<file path="src/rtl/uart_rx_pkg.sv">
package uart_rx_pkg;
  localparam int OVS    = 16;
  localparam int SPAN_W = 5;

  typedef enum logic [1:0] {
    RX_IDLE  = 2'd0,
    RX_BITS  = 2'd1,
    RX_DRAIN = 2'd2
  } rx_state_e;

  typedef struct packed {
    logic brk;
    logic frm;
    logic par;
    logic ovr;
  } rx_err_t;

  // tick span of one bit for a given trim code
  function automatic logic [SPAN_W-1:0] span_of(input logic [1:0] code);
    case (code)
      2'd1:    return SPAN_W'(OVS + 1);
      2'd3:    return SPAN_W'(OVS - 1);
      default: return SPAN_W'(OVS);
    endcase
  endfunction
endpackage

</file>
<file path="src/rtl/uart_rx_tick.sv">
module uart_rx_tick #(
  parameter int DIV_W = 12
) (
  input  logic             clk,
  input  logic             rst_n,
  input  logic [DIV_W-1:0] div_i,
  output logic             tick_o
);
  logic [DIV_W-1:0] cnt_q, cnt_d;
  logic             wrap;

  assign wrap = (cnt_q >= div_i);

  always_comb begin
    cnt_d = wrap ? '0 : cnt_q + 1'b1;
  end

  always_ff @(posedge clk or negedge rst_n) begin
    if (!rst_n) cnt_q <= '0;
    else        cnt_q <= cnt_d;
  end

  assign tick_o = wrap;
endmodule

</file>
<file path="src/rtl/uart_rx_sync.sv">
module uart_rx_sync #(
  parameter int STAGES = 2
) (
  input  logic clk,
  input  logic rst_n,
  input  logic d_i,
  output logic q_o
);
  logic [STAGES-1:0] pipe_q;

  generate
    if (STAGES == 1) begin : g_one
      always_ff @(posedge clk or negedge rst_n) begin
        if (!rst_n) pipe_q <= '1;
        else        pipe_q <= d_i;
      end
    end else begin : g_many
      always_ff @(posedge clk or negedge rst_n) begin
        if (!rst_n) pipe_q <= '1;
        else        pipe_q <= {pipe_q[STAGES-2:0], d_i};
      end
    end
  endgenerate

  assign q_o = pipe_q[STAGES-1];
endmodule

</file>
<file path="src/rtl/uart_rx_frame.sv">
module uart_rx_frame
  import uart_rx_pkg::*;
#(
  parameter int FRAME_MAX = 12
) (
  input  logic                   clk,
  input  logic                   rst_n,
  input  logic                   tick_i,
  input  logic                   rx_i,
  input  logic [1:0]             len_i,
  input  logic [2:0]             par_i,
  input  logic                   stop2_i,
  input  logic [2*FRAME_MAX-1:0] trim_i,
  output logic                   done_o,
  output logic                   start_o,
  output logic [7:0]             data_o,
  output logic                   perr_o,
  output logic                   ferr_o,
  output logic                   brk_o
);
  localparam int IDX_W = $clog2(FRAME_MAX + 1);

  rx_state_e         st_q, st_d;
  logic [IDX_W-1:0]  idx_q, idx_d;
  logic [SPAN_W-1:0] cnt_q, cnt_d;
  logic [7:0]        sh_q, sh_d;
  logic              xr_q, xr_d, low_q, low_d;
  logic              perr_q, perr_d, ferr_q, ferr_d;
  logic              done_q, done_d, start_q, start_d;

  logic [IDX_W-1:0]  n_data, par_idx, stop_idx, last_idx;
  logic              has_par, exp_par;
  logic [1:0]        code;
  logic [SPAN_W-1:0] span, half, bit_end;
  logic [2:0]        didx;

  assign n_data   = IDX_W'(len_i) + IDX_W'(5);
  assign has_par  = par_i[2];
  assign par_idx  = n_data + IDX_W'(1);
  assign stop_idx = par_idx + IDX_W'(has_par);
  assign last_idx = stop_idx + IDX_W'(stop2_i);
  assign code     = trim_i[2*int'(idx_q) +: 2];
  assign span     = span_of(code);
  assign half     = span >> 1;
  assign bit_end  = span - SPAN_W'(1);
  assign didx     = idx_q[2:0] - 3'd1;

  always_comb begin
    case (par_i[1:0])
      2'd0:    exp_par = ~xr_q;
      2'd1:    exp_par = xr_q;
      2'd2:    exp_par = 1'b1;
      default: exp_par = 1'b0;
    endcase
  end

  always_comb begin
    st_d = st_q; idx_d = idx_q; cnt_d = cnt_q; sh_d = sh_q;
    xr_d = xr_q; low_d = low_q; perr_d = perr_q; ferr_d = ferr_q;
    done_d = 1'b0; start_d = 1'b0;
    case (st_q)
      RX_IDLE: begin
        if (tick_i && !rx_i) begin
          st_d = RX_BITS; idx_d = '0; cnt_d = SPAN_W'(1); sh_d = '0;
          xr_d = 1'b0; low_d = 1'b1; perr_d = 1'b0; ferr_d = 1'b0;
        end
      end
      RX_BITS: begin
        if (tick_i) begin
          if (cnt_q == bit_end) begin
            cnt_d = '0;
            idx_d = idx_q + IDX_W'(1);
          end else begin
            cnt_d = cnt_q + SPAN_W'(1);
          end
          if (cnt_q == half) begin
            if (idx_q == '0) begin
              if (rx_i) st_d = RX_IDLE;
              else      start_d = 1'b1;
            end else begin
              low_d = low_q & ~rx_i;
              if (idx_q <= n_data) begin
                sh_d[didx] = rx_i;
                xr_d       = xr_q ^ rx_i;
              end else if (has_par && idx_q == par_idx) begin
                perr_d = (rx_i != exp_par);
              end else if (idx_q == stop_idx) begin
                ferr_d = ~rx_i;
              end
              if (idx_q == last_idx) begin
                done_d = 1'b1;
                st_d   = rx_i ? RX_IDLE : RX_DRAIN;
              end
            end
          end
        end
      end
      RX_DRAIN: begin
        if (tick_i && rx_i) st_d = RX_IDLE;
      end
      default: st_d = RX_IDLE;
    endcase
  end

  always_ff @(posedge clk or negedge rst_n) begin
    if (!rst_n) begin
      st_q <= RX_IDLE; idx_q <= '0; cnt_q <= '0; sh_q <= '0;
      xr_q <= 1'b0; low_q <= 1'b0; perr_q <= 1'b0; ferr_q <= 1'b0;
      done_q <= 1'b0; start_q <= 1'b0;
    end else begin
      st_q <= st_d; idx_q <= idx_d; cnt_q <= cnt_d; sh_q <= sh_d;
      xr_q <= xr_d; low_q <= low_d; perr_q <= perr_d; ferr_q <= ferr_d;
      done_q <= done_d; start_q <= start_d;
    end
  end

  assign done_o  = done_q;
  assign start_o = start_q;
  assign data_o  = sh_q;
  assign perr_o  = perr_q;
  assign ferr_o  = ferr_q;
  assign brk_o   = low_q;
endmodule

</file>
<file path="src/rtl/uart_rx_hold.sv">
module uart_rx_hold
  import uart_rx_pkg::*;
#(
  parameter int FRAME_MAX  = 12,
  parameter int TOUT_CHARS = 4
) (
  input  logic                               clk,
  input  logic                               rst_n,
  input  logic                               tick_i,
  input  logic                               done_i,
  input  logic [7:0]                         data_i,
  input  logic                               perr_i,
  input  logic                               ferr_i,
  input  logic                               brk_i,
  input  logic                               start_i,
  input  logic                               rd_i,
  input  logic                               tout_en_i,
  input  logic [$clog2(FRAME_MAX+1)-1:0]     frame_bits_i,
  output logic [7:0]                         data_o,
  output logic                               valid_o,
  output logic [3:0]                         err_o,
  output logic                               tout_o
);
  localparam int TO_MAX = FRAME_MAX * TOUT_CHARS * OVS;
  localparam int TO_W   = $clog2(TO_MAX + 1);

  logic [7:0]      data_q, data_d;
  logic            valid_q, valid_d, tout_q, tout_d;
  rx_err_t         err_q, err_d;
  logic [TO_W-1:0] tcnt_q, tcnt_d, limit;

  assign limit = TO_W'(frame_bits_i) * TO_W'(TOUT_CHARS * OVS);

  always_comb begin
    data_d = data_q; valid_d = valid_q; err_d = err_q;
    tout_d = tout_q; tcnt_d = tcnt_q;
    if (done_i) begin
      if (valid_q && !rd_i) begin
        err_d.ovr = 1'b1;
      end else begin
        data_d  = data_i;
        valid_d = 1'b1;
        err_d   = '{brk: brk_i, frm: ferr_i, par: perr_i, ovr: 1'b0};
      end
    end else if (rd_i) begin
      valid_d = 1'b0;
      err_d   = '0;
    end
    if (rd_i || start_i) tout_d = 1'b0;
    if (!valid_d || !tout_en_i || start_i || done_i || rd_i) begin
      tcnt_d = '0;
    end else if (tick_i && !tout_q) begin
      if (tcnt_q == limit - TO_W'(1)) begin
        tout_d = 1'b1;
        tcnt_d = '0;
      end else begin
        tcnt_d = tcnt_q + TO_W'(1);
      end
    end
  end

  always_ff @(posedge clk or negedge rst_n) begin
    if (!rst_n) begin
      data_q <= '0; valid_q <= 1'b0; err_q <= '0; tout_q <= 1'b0; tcnt_q <= '0;
    end else begin
      data_q <= data_d; valid_q <= valid_d; err_q <= err_d;
      tout_q <= tout_d; tcnt_q <= tcnt_d;
    end
  end

  assign data_o  = data_q;
  assign valid_o = valid_q;
  assign err_o   = err_q;
  assign tout_o  = tout_q;
endmodule

</file>
<file path="src/rtl/uart_rx_trim.sv">
module uart_rx_trim #(
  parameter int DIV_W       = 12,
  parameter int FRAME_MAX   = 12,
  parameter int TOUT_CHARS  = 4,
  parameter int SYNC_STAGES = 2
) (
  input  logic                   clk,
  input  logic                   rst_n,
  input  logic [DIV_W-1:0]       div_i,
  input  logic [1:0]             len_i,
  input  logic [2:0]             par_i,
  input  logic                   stop2_i,
  input  logic [2*FRAME_MAX-1:0] trim_i,
  input  logic                   tout_en_i,
  input  logic                   rxd_i,
  input  logic                   rd_i,
  output logic [7:0]             data_o,
  output logic                   valid_o,
  output logic [3:0]             err_o,
  output logic                   tout_o
);
  localparam int IDX_W = $clog2(FRAME_MAX + 1);

  logic [1:0]       rst_pipe;
  logic             rst_s_n, tick, rx_s;
  logic             frame_done, frame_start, f_perr, f_ferr, f_brk;
  logic [7:0]       f_data;
  logic [IDX_W-1:0] frame_bits;

  // asynchronous assertion, synchronous release
  always_ff @(posedge clk or negedge rst_n) begin
    if (!rst_n) rst_pipe <= 2'b00;
    else        rst_pipe <= {rst_pipe[0], 1'b1};
  end
  assign rst_s_n = rst_pipe[1];

  // start + data + parity + stops
  assign frame_bits = IDX_W'(7) + IDX_W'(len_i) + IDX_W'(par_i[2]) + IDX_W'(stop2_i);

  uart_rx_tick #(.DIV_W(DIV_W)) u_tick (
    .clk(clk), .rst_n(rst_s_n), .div_i(div_i), .tick_o(tick)
  );

  uart_rx_sync #(.STAGES(SYNC_STAGES)) u_sync (
    .clk(clk), .rst_n(rst_s_n), .d_i(rxd_i), .q_o(rx_s)
  );

  uart_rx_frame #(.FRAME_MAX(FRAME_MAX)) u_frame (
    .clk(clk), .rst_n(rst_s_n), .tick_i(tick), .rx_i(rx_s),
    .len_i(len_i), .par_i(par_i), .stop2_i(stop2_i), .trim_i(trim_i),
    .done_o(frame_done), .start_o(frame_start), .data_o(f_data),
    .perr_o(f_perr), .ferr_o(f_ferr), .brk_o(f_brk)
  );

  uart_rx_hold #(.FRAME_MAX(FRAME_MAX), .TOUT_CHARS(TOUT_CHARS)) u_hold (
    .clk(clk), .rst_n(rst_s_n), .tick_i(tick), .done_i(frame_done),
    .data_i(f_data), .perr_i(f_perr), .ferr_i(f_ferr), .brk_i(f_brk),
    .start_i(frame_start), .rd_i(rd_i), .tout_en_i(tout_en_i),
    .frame_bits_i(frame_bits), .data_o(data_o), .valid_o(valid_o),
    .err_o(err_o), .tout_o(tout_o)
  );
endmodule

</file>
<file path="config.mk">
export PLATFORM = sky130hd
export DESIGN_NAME = uart_rx_trim
export DESIGN_NICKNAME = d
export VERILOG_FILES = /design/src/rtl/uart_rx_pkg.sv /design/src/rtl/uart_rx_tick.sv /design/src/rtl/uart_rx_sync.sv /design/src/rtl/uart_rx_frame.sv /design/src/rtl/uart_rx_hold.sv /design/src/rtl/uart_rx_trim.sv
export SDC_FILE = /design/constraint.sdc
export NUM_CORES = 1
export LEC_CHECK = 0
export BUFFER_PORTS_ARGS = -buffer_cell sky130_fd_sc_hd__buf_2
export CAP_MARGIN = 20
export CORE_MARGIN = 2
export CORE_UTILIZATION = 55
export CTS_CLUSTER_DIAMETER = 50
export CTS_CLUSTER_SIZE = 25
export DETAILED_ROUTE_END_ITERATION = 12
export PLACE_DENSITY = 0.78
export SYNTH_ARGS = -nofsm -noshare
export SYNTH_HDL_FRONTEND = slang
export SYNTH_SLANG_ARGS = --single-unit
</file>
<file path="constraint.sdc">
create_clock -name clk -period 4.65 [get_ports clk]
set_input_delay 1.1625 -clock clk [delete_from_list [all_inputs] [get_ports clk]]
set_output_delay 1.1625 -clock clk [all_outputs]
set_load 0.05 [all_outputs]
</file>
After elaboration in Yosys (flattened, before gate mapping). Cells that the tools add are included.

Register bits after elaboration: 65. Input bits: 47. Output and inout port bits: 14. Logic and storage cells: 180.

$add $sub $neg: 14. Order comparisons: 4. Eq/ne operators: 27. Shift operators: 1. Mux-type cells: 77. Bitwise gates (word level): 5. Reduce and logical (&&, ||, !) cells: 31.

Operator list (count): two-way mux 8 bit (5); two-way mux 1 bit (39); two-way mux 10 bit (3); variable part select 24 x 6 -> 2 bit (1); two-way mux 4 bit (5); case mux 5 bit (2 select lines) (2); adder 4 x 1 -> 4 bit (4); two-way mux 2 bit (8); inequality test 2 x 1 -> 1 bit, second input constant (8); case mux 8 bit (2 select lines) (1); two-way mux 5 bit (3); adder 12 x 1 -> 12 bit, second input constant (1); equality test 4 bit (3); >= comparator 12 bit (1); two-way mux 12 bit (1); AND reduction 6 bit (2); adder 10 x 1 -> 10 bit, second input constant (1); equality test 10 bit (1); subtractor 10 x 1 -> 10 bit, second input constant (1); adder 4 x 1 -> 4 bit, second input constant (2); bitwise mux 8 bit (1); inequality test 2 bit, second input constant (4); case mux 1 bit (2 select lines) (4); case mux 4 bit (2 select lines) (1); other kinds (34) (57).

Longest topological paths before layout. Gate-level depths: netlist of the first run.

Depth in word-level cells: 11. Depth in mapped cells: 17. Gate-level depth less buffers: 15.

Hierarchy. From an unflattened synthesis of the first run, not the netlist that was laid out.

Cell total of the unflattened synthesis: 454. Area, all modules: 4534.3 um2.

Modules (own cells, without submodules): uart_rx_frame (instances 1, cells each 233, area each 2220.9 um2); uart_rx_hold (instances 1, cells each 107, area each 1173.6 um2); uart_rx_tick (instances 1, cells each 98, area each 939.7 um2); uart_rx_trim (instances 1, cells each 14, area each 147.6 um2); uart_rx_sync (instances 1, cells each 2, area each 52.6 um2).

Worst setup path after synthesis of the first run. No wires, ideal clock.

Path kind: input to register. Start point: input len_i[0]. End point: register u_hold.tcnt_q[6]. Library setup time: 128 ps. Arrival: 3697 ps. Data required time: 4522 ps. Path slack: 824 ps. Cell stages on the path: 17. Cells stage by stage: inv_1 -> ha_1 -> inv_1 -> ha_1 -> inv_1 -> fa_1 -> ha_1 -> xnor2_1 -> xnor2_1 -> nand4_1 -> nor2_1 -> nand4bb_1 -> clkbuf_1 -> clkbuf_1 -> nor2_1 -> o21ai_0 -> o31ai_1.

Cells in the longest elaborated chain, start to end: 8.

Ends and longest elaborated chain: start: declaration (RTL line uart_rx_trim.sv:10) `input logic [1:0] len_i,`; adder 3 x 2 -> 4 bit (RTL line uart_rx_trim.sv:38) `assign frame_bits = IDX_W'(7) + IDX_W'(len_i) + IDX_W'(par_i[2]) + IDX_W'(stop2_i);`; adder 4 x 1 -> 4 bit (2 in a row) (RTL line uart_rx_trim.sv:38); subtractor 10 x 1 -> 10 bit (RTL line uart_rx_hold.sv:53) `if (tcnt_q == limit - TO_W'(1)) begin`; equality test 10 bit (RTL line uart_rx_hold.sv:53); two-way mux 10 bit (RTL line uart_rx_hold.sv:53); two-way mux 10 bit (RTL line uart_rx_hold.sv:52) `end else if (tick_i && !tout_q) begin`; two-way mux 10 bit (RTL line uart_rx_hold.sv:50) `if (!valid_d || !tout_en_i || start_i || done_i || rd_i) begin`; end signal: assignment (RTL line uart_rx_hold.sv:67) `tout_q <= tout_d; tcnt_q <= tcnt_d;`; end: declaration (RTL line uart_rx_hold.sv:30) `logic [TO_W-1:0] tcnt_q, tcnt_d, limit;`.

Every way passes these cells. The select of a mux whose other input is x is not followed. A chain may end at the register's enable or synchronous reset.

Worst setup path in the final report of the first run.
Start point: input len_i[0]. End point: register u_hold.tcnt_q[7].

The elaborated chain is that of the path after synthesis.

==> flow_metrics.env, run 1 <==
export IMPL_utilization=0.647
export IMPL_maxCapViolCount=0
export IMPL_slew_violations=0
export IMPL_cts_path_max_buffers=2
export IMPL_leakage_nw=2.40
export IMPL_fin_crit_ps=3780
export IMPL_synthMuxAreaShare=0.0488
export IMPL_end_kind="register"
export IMPL_synth_cells=447
export IMPL_core_sq_um=7250
export IMPL_critical_path_class="primary input to register"
export IMPL_clk_latency_ps=340
export IMPL_dpl_cell_count=594
export IMPL_clkTransAtPathRegs_ps=80
export IMPL_peakVddDrop_mv=0.219
export IMPL_synth_yosys_seq_area_share=0.395
export IMPL_grt_pass1_wl_um=14900
export IMPL_synth_compound_area_frac=0.120
export IMPL_synth_async_reset_ratio=1.00
export IMPL_dieArea_sq_um=8220
export IMPL_io_buffers=60
export IMPL_setup_worst_path_start_class="primary input"
export IMPL_synth_ff_type="dfrtp_1"
export IMPL_synthAdderAreaFrac=0.105
export IMPL_fmax_mhz=265
export IMPL_post_dp_hpwl_um=6370
export IMPL_drtIter0Drc=152
export IMPL_cts_sinks=65
export IMPL_hold_violations=0
export IMPL_yosys_area_share_simple=0.200
export IMPL_synth_nets=528
export IMPL_layout_drive_gt1_share=0.178
export IMPL_vias=3329
export IMPL_synth_top_family_by_area="simple AND/OR/NAND/NOR gates"
export IMPL_firstDrtPassIters=4
export IMPL_min_path_type="register to asynchronous set/reset pin"
export IMPL_pin_count=61
export IMPL_arrival_ps=4000
export IMPL_power_density_nw_per_um2=294
export IMPL_syn_to_final_growth_pct=13.6
export IMPL_worst_path_max_fanout=16
export IMPL_ys_seq_elements=65
export IMPL_instances_no_fill=610
export IMPL_ctsResizeCount=0
export IMPL_rows=31
export IMPL_h_tree_depth=3
export IMPL_ant_nets=0
export IMPL_final_period_utilization=0.813
export IMPL_overflow=0
export IMPL_place_gp_congestion=0.857
export IMPL_die_h_um=90.6
export IMPL_n_antenna_cell=0
export IMPL_max_slew_margin=0.509
export IMPL_layout_common_cells="dfrtp_1 (62), buf_2 (60), nand2_1 (51)"
export IMPL_synth_cell_types=62
export IMPL_routed_wl_um=8610
export IMPL_cp_data_required_time_ps=4870
export IMPL_viasPerCell=5.46
export IMPL_rsz0062_at_grt="false"
export IMPL_yosys_warnings=0
export IMPL_synth_edf_count=0
export IMPL_initial_core_util=0.569
export IMPL_grt_total_usage=0.223
export IMPL_num_nets_final=587
export IMPL_antenna_found_initial=0
export IMPL_syn_area_sq_um=4130
export IMPL_fin_skew_ps=13.5
export IMPL_fin_tns_setup_ps=0
export IMPL_worstMarginPinSlew_ps=736
export IMPL_cts_hold_buf=0
export IMPL_cts_made_buffers=9
export IMPL_routedWlPerCell_um=14.1
export IMPL_remaining_drc_errors=0
export IMPL_grt_max_degree=42
export IMPL_postCtsSetupBuffers=0
export IMPL_avgSynthCellArea_sq_um=9.24
export IMPL_outcome="completed"
export IMPL_die_x_um=90.6
export IMPL_synth_xor_area_frac=0.0827
export IMPL_tritoncts="built"
export IMPL_setup_viol_count_final=0
export IMPL_first_global_vias=3300
export IMPL_layout_commonest_cell="dfrtp_1"
export IMPL_clockRootBuffer="clkbuf_8"
-- flip-flops by register name (all words and copies together) (netlist names), 4 cells and up --
| name | flops |
|---|---|
| u_frame.cnt_q | 5 |
| u_frame.data_o | 8 |
| u_hold.err_o | 4 |
| u_hold.tcnt_q | 10 |
| u_hold.data_o | 8 |
| u_tick.cnt_q | 12 |
| u_frame.idx_q | 4 |
-- metal layers --
layer | up-vias | routed length [um] | track usage
met2 | 80 | 4370 | 0.382
met4 | 0 | 51 | 0.0603
met5 | - | 0 | 0
met3 | 6 | 327 | 0.0467
met1 | 1573 | 3860 | 0.285
li1 | 1670 | - | -
-- report_power, final --
group	switching [mW]	internal [mW]	leakage [nW]
logic	0.125	0.121	1.45
registers	0.0672	0.608	0.854
clock network	0.214	0.245	0.0920
total	0.406	0.973	2.40
-- cells in the mapped netlist, types with 2 or more instances --
library cell,count,share of area
mux2i_1,13,0.032
a21oi_1,9,0.011
buf_6,2,0.0055
o21ai_1,7,0.0085
o211ai_1,8,0.015
dfrtp_1,63,0.38
a22o_1,2,0.0042
mux4_2,2,0.011
and3_1,10,0.015
nand3_1,24,0.029
xnor2_1,16,0.034
a21o_1,3,0.0055
nand2b_1,12,0.018
ha_1,33,0.10
inv_1,32,0.029
or3_1,2,0.0030
and2_1,3,0.0045
clkbuf_1,10,0.0091
nor4_1,3,0.0045
nor3_1,5,0.0061
dfstp_2,2,0.013
buf_2,2,0.0024
nor2_1,33,0.030
xor2_1,23,0.049
nand2_1,51,0.046
o31ai_1,6,0.011
o21a_1,3,0.0055
o21ai_0,21,0.025
nor2b_1,7,0.011
nand4_1,6,0.0091
a31oi_1,2,0.0030
o311ai_0,2,0.0042
-- per-stage QoR --
| stage | setup slack, ps | hold WS [ps] | total power, mW | instance area (sq um) |
|---|---|---|---|---|
| floorplan | 824 | 331 | 0.847 | 4130 |
| global placement | 666 | 244 | 0.911 | 4500 |
| detailed placement | 475 | 268 | 0.928 | 4500 |
| CTS | 880 | 275 | 1.39 | 4690 |
| global route | 646 | 301 | 1.46 | 4690 |
| finish | 871 | 245 | 1.38 | 4690 |
-- final cells by class --
class                           count  area, sq um
Fill cell                         630         2560
Multi-Input combinational cell    334         2300
Sequential cell                    65         1630
Timing Repair Buffer               63          323
Clock buffer                       10          128
Inverter                           33          124
Tap cell                           99          124
Clock inverter                      6         60.1
-- path summary, 6_finish.rpt --
kind,depth (start not counted),start,slack [ps],to
setup reg to reg,9,u_frame.idx_q[1],1750,u_frame.data_o[3]
min in group clk,0,rst_pipe[0],350,rst_pipe[1]
max in group asynchronous,1,rst_pipe[1],3480,u_sync.pipe_q[1]
hold / removal,0,rst_pipe[1],250,u_hold.data_o[0]
hold reg to reg,0,rst_pipe[1],250,u_hold.data_o[0]
setup / recovery,16,len_i[0],870,u_hold.tcnt_q[7]
-- critical path: stages --
cell,delay (ps)
buf_2,120
inv_1,90
ha_1,290
inv_1,50
ha_1,150
inv_1,50
fa_1,460
ha_1,210
xnor2_1,170
xnor2_1,140
nand4_1,110
nor2_1,130
nand4bb_1,470
nor2_1,100
o21ai_0,170
o21ai_0,110
-- logic make-up (layout without fill, tap and decap cells) --
kind of cell             Yosys count  count (layout)
AND/OR/NAND/NOR                  167             167
AO/OA/AOI/OAI                     76              76
flip-flops                        65              65
buffers and inverters             48             112
XOR/XNOR                          39              39
adder cells (fa/ha/maj)           34              34
multiplexers                      17              17
other                              1               1
Power figures use the tool's default switching activity.
==> run 2, diff against run 1 <==
clock period = 3.9 ns   (was 4.65 ns; I/O delays follow)
==> flow_metrics.env, run 2 (synthesis results as in run 1) <==
export IMPL_min_path_type="register to asynchronous set/reset pin"
export IMPL_post_dp_hpwl_um=6600
export IMPL_arrival_ps=3710
export IMPL_grt_max_degree=35
export IMPL_critical_path_class="primary input to register"
export IMPL_p_sw_mw=0.499
export IMPL_cts_made_buffers=9
export IMPL_pin_count=61
export IMPL_routedWlPerCell_um=14.4
export IMPL_io_buffers=60
export IMPL_layout_commonest_cell="dfrtp_1"
export IMPL_cp_data_required_time_ps=4110
export IMPL_holdWs_ps=286
export IMPL_worstMarginPinSlew_ps=702
export IMPL_cts_hold_buf=0
export IMPL_viasPerCell=5.52
export IMPL_drtIter0Drc=165
export IMPL_grt_pass1_wl_um=15100
export IMPL_outcome="completed"
export IMPL_fmax_mhz=286
export IMPL_place_gp_congestion=0.875
export IMPL_antenna_found_initial=0
export IMPL_peakVddDrop_mv=0.239
export IMPL_h_tree_depth=3
export IMPL_fin_tns_setup_ps=0
export IMPL_largest_register_ffs=12
export IMPL_layout_drive_gt1_share=0.183
export IMPL_core_sq_um=7250
export IMPL_top_regs="u_tick.cnt_q (12), u_hold.tcnt_q (10)"
export IMPL_maxCapViolCount=0
export IMPL_setup_viol_count_final=0
export IMPL_setup_worst_path_start_class="primary input"
export IMPL_firstDrtPassIters=5
export IMPL_num_nets_final=590
export IMPL_grt_total_usage=0.222
export IMPL_clk_latency_ps=350
export IMPL_cts_sinks=65
export IMPL_slew_violations=0
export IMPL_p_clk_frac=0.401
export IMPL_first_global_vias=3379
export IMPL_overflow=0
export IMPL_ant_nets=0
export IMPL_postCtsSetupBuffers=0
export IMPL_rsz0062_at_grt="false"
export IMPL_worst_path_max_fanout=16
export IMPL_end_kind="register"
export IMPL_dieArea_sq_um=8220
export IMPL_routed_wl_um=8800
export IMPL_fin_skew_ps=13.4
export IMPL_largest_register="u_tick.cnt_q"
export IMPL_power_density_nw_per_um2=383
export IMPL_cts_path_max_buffers=2
export IMPL_initial_core_util=0.569
export IMPL_rows=31
export IMPL_tritoncts="built"
export IMPL_leakage_nw=2.45
export IMPL_clkTransAtPathRegs_ps=80
export IMPL_clockRootBuffer="clkbuf_8"
export IMPL_ctsResizeCount=0
export IMPL_power_frac_comb=0.161
export IMPL_remaining_drc_errors=0
export IMPL_max_slew_margin=0.532
export IMPL_fin_crit_ps=3500
export IMPL_layout_common_cells="dfrtp_1 (62), buf_2 (60), nand2_1 (51)"
export IMPL_vias=3382
export IMPL_die_h_um=90.6
export IMPL_final_fill_count=604
export IMPL_final_period_utilization=0.896
export IMPL_syn_to_final_growth_pct=15.8
export IMPL_power_internal_mw=1.33
export IMPL_power_frac_seq=0.439
export IMPL_die_x_um=90.6
export IMPL_hold_violations=0
export IMPL_n_antenna_cell=0
export IMPL_swShare=0.273
## run 2: critical path, cell delays in order
cell       delay [ps]
buf_2             120
inv_1             100
ha_1              300
inv_1              60
ha_1              140
inv_1              50
fa_1              480
ha_1              230
xnor2_1           170
xnor2_1           140
nand4_1           100
nor2_1            120
nand4bb_1         140
buf_4             190
nor2_1             70
o21ai_0           190
o21ai_0           130
## run 2: layout make-up
| type | instances | area, sq um | share of cell area |
|---|---|---|---|
| multi-input cells | 334 | 2300 | 0.482 |
| flip-flops and latches | 65 | 1630 | 0.341 |
| repair buffers | 66 | 345 | 0.0723 |
| clock buffers | 12 | 155 | 0.0325 |
| inverters | 33 | 124 | 0.0259 |
| well taps | 99 | 124 | 0.0259 |
| clock inverters | 4 | 98.8 | 0.0207 |
## run 2: routing by layer
metal | vias up | share of wire | GRT usage
met2 | 88 | 0.49 | 0.381
met1 | 1598 | 0.44 | 0.276
met4 | 0 | 0.020 | 0.0821
met5 | - | 0 | 0
li1 | 1677 | - | -
met3 | 19 | 0.045 | 0.0442
## run 2: final timing paths
| kind | from | to | slack (ps) | cells after the start |
|---|---|---|---|---|
| min in group clk | rst_pipe[0] | rst_pipe[1] | 350 | 0 |
| min | rst_pipe[1] | u_hold.data_o[3] | 290 | 0 |
| min reg2reg | rst_pipe[1] | u_hold.data_o[3] | 290 | 0 |
| max | len_i[0] | u_hold.tcnt_q[7] | 400 | 17 |
| max reg2reg | u_frame.idx_q[1] | u_frame.data_o[7] | 1020 | 7 |
| max in group asynchronous | rst_pipe[1] | u_sync.pipe_q[1] | 2700 | 1 |
## run 2: metrics by stage
stage	setup WS [ps]	cells	instance area, sq um	util	total power [mW]
after floorplan	262	447	4130	-	1.01
after global routing	202	613	4780	0.659	1.93
after CTS	407	613	4780	0.659	1.84
final	404	613	4780	0.659	1.83
after global placement	305	597	4530	0.624	1.09
after detailed placement	26.7	597	4530	0.624	1.11
## run 2: power by group through the flow
stage	registers, mW	clock network, mW	logic, mW
6_report	0.802	0.733	0.294
5_1_grt	0.813	0.772	0.345
2_1_floorplan	0.797	0	0.213
3_5_place_dp	0.814	0	0.295
4_1_cts	0.802	0.742	0.298
3_3_place_gp	0.812	0	0.273
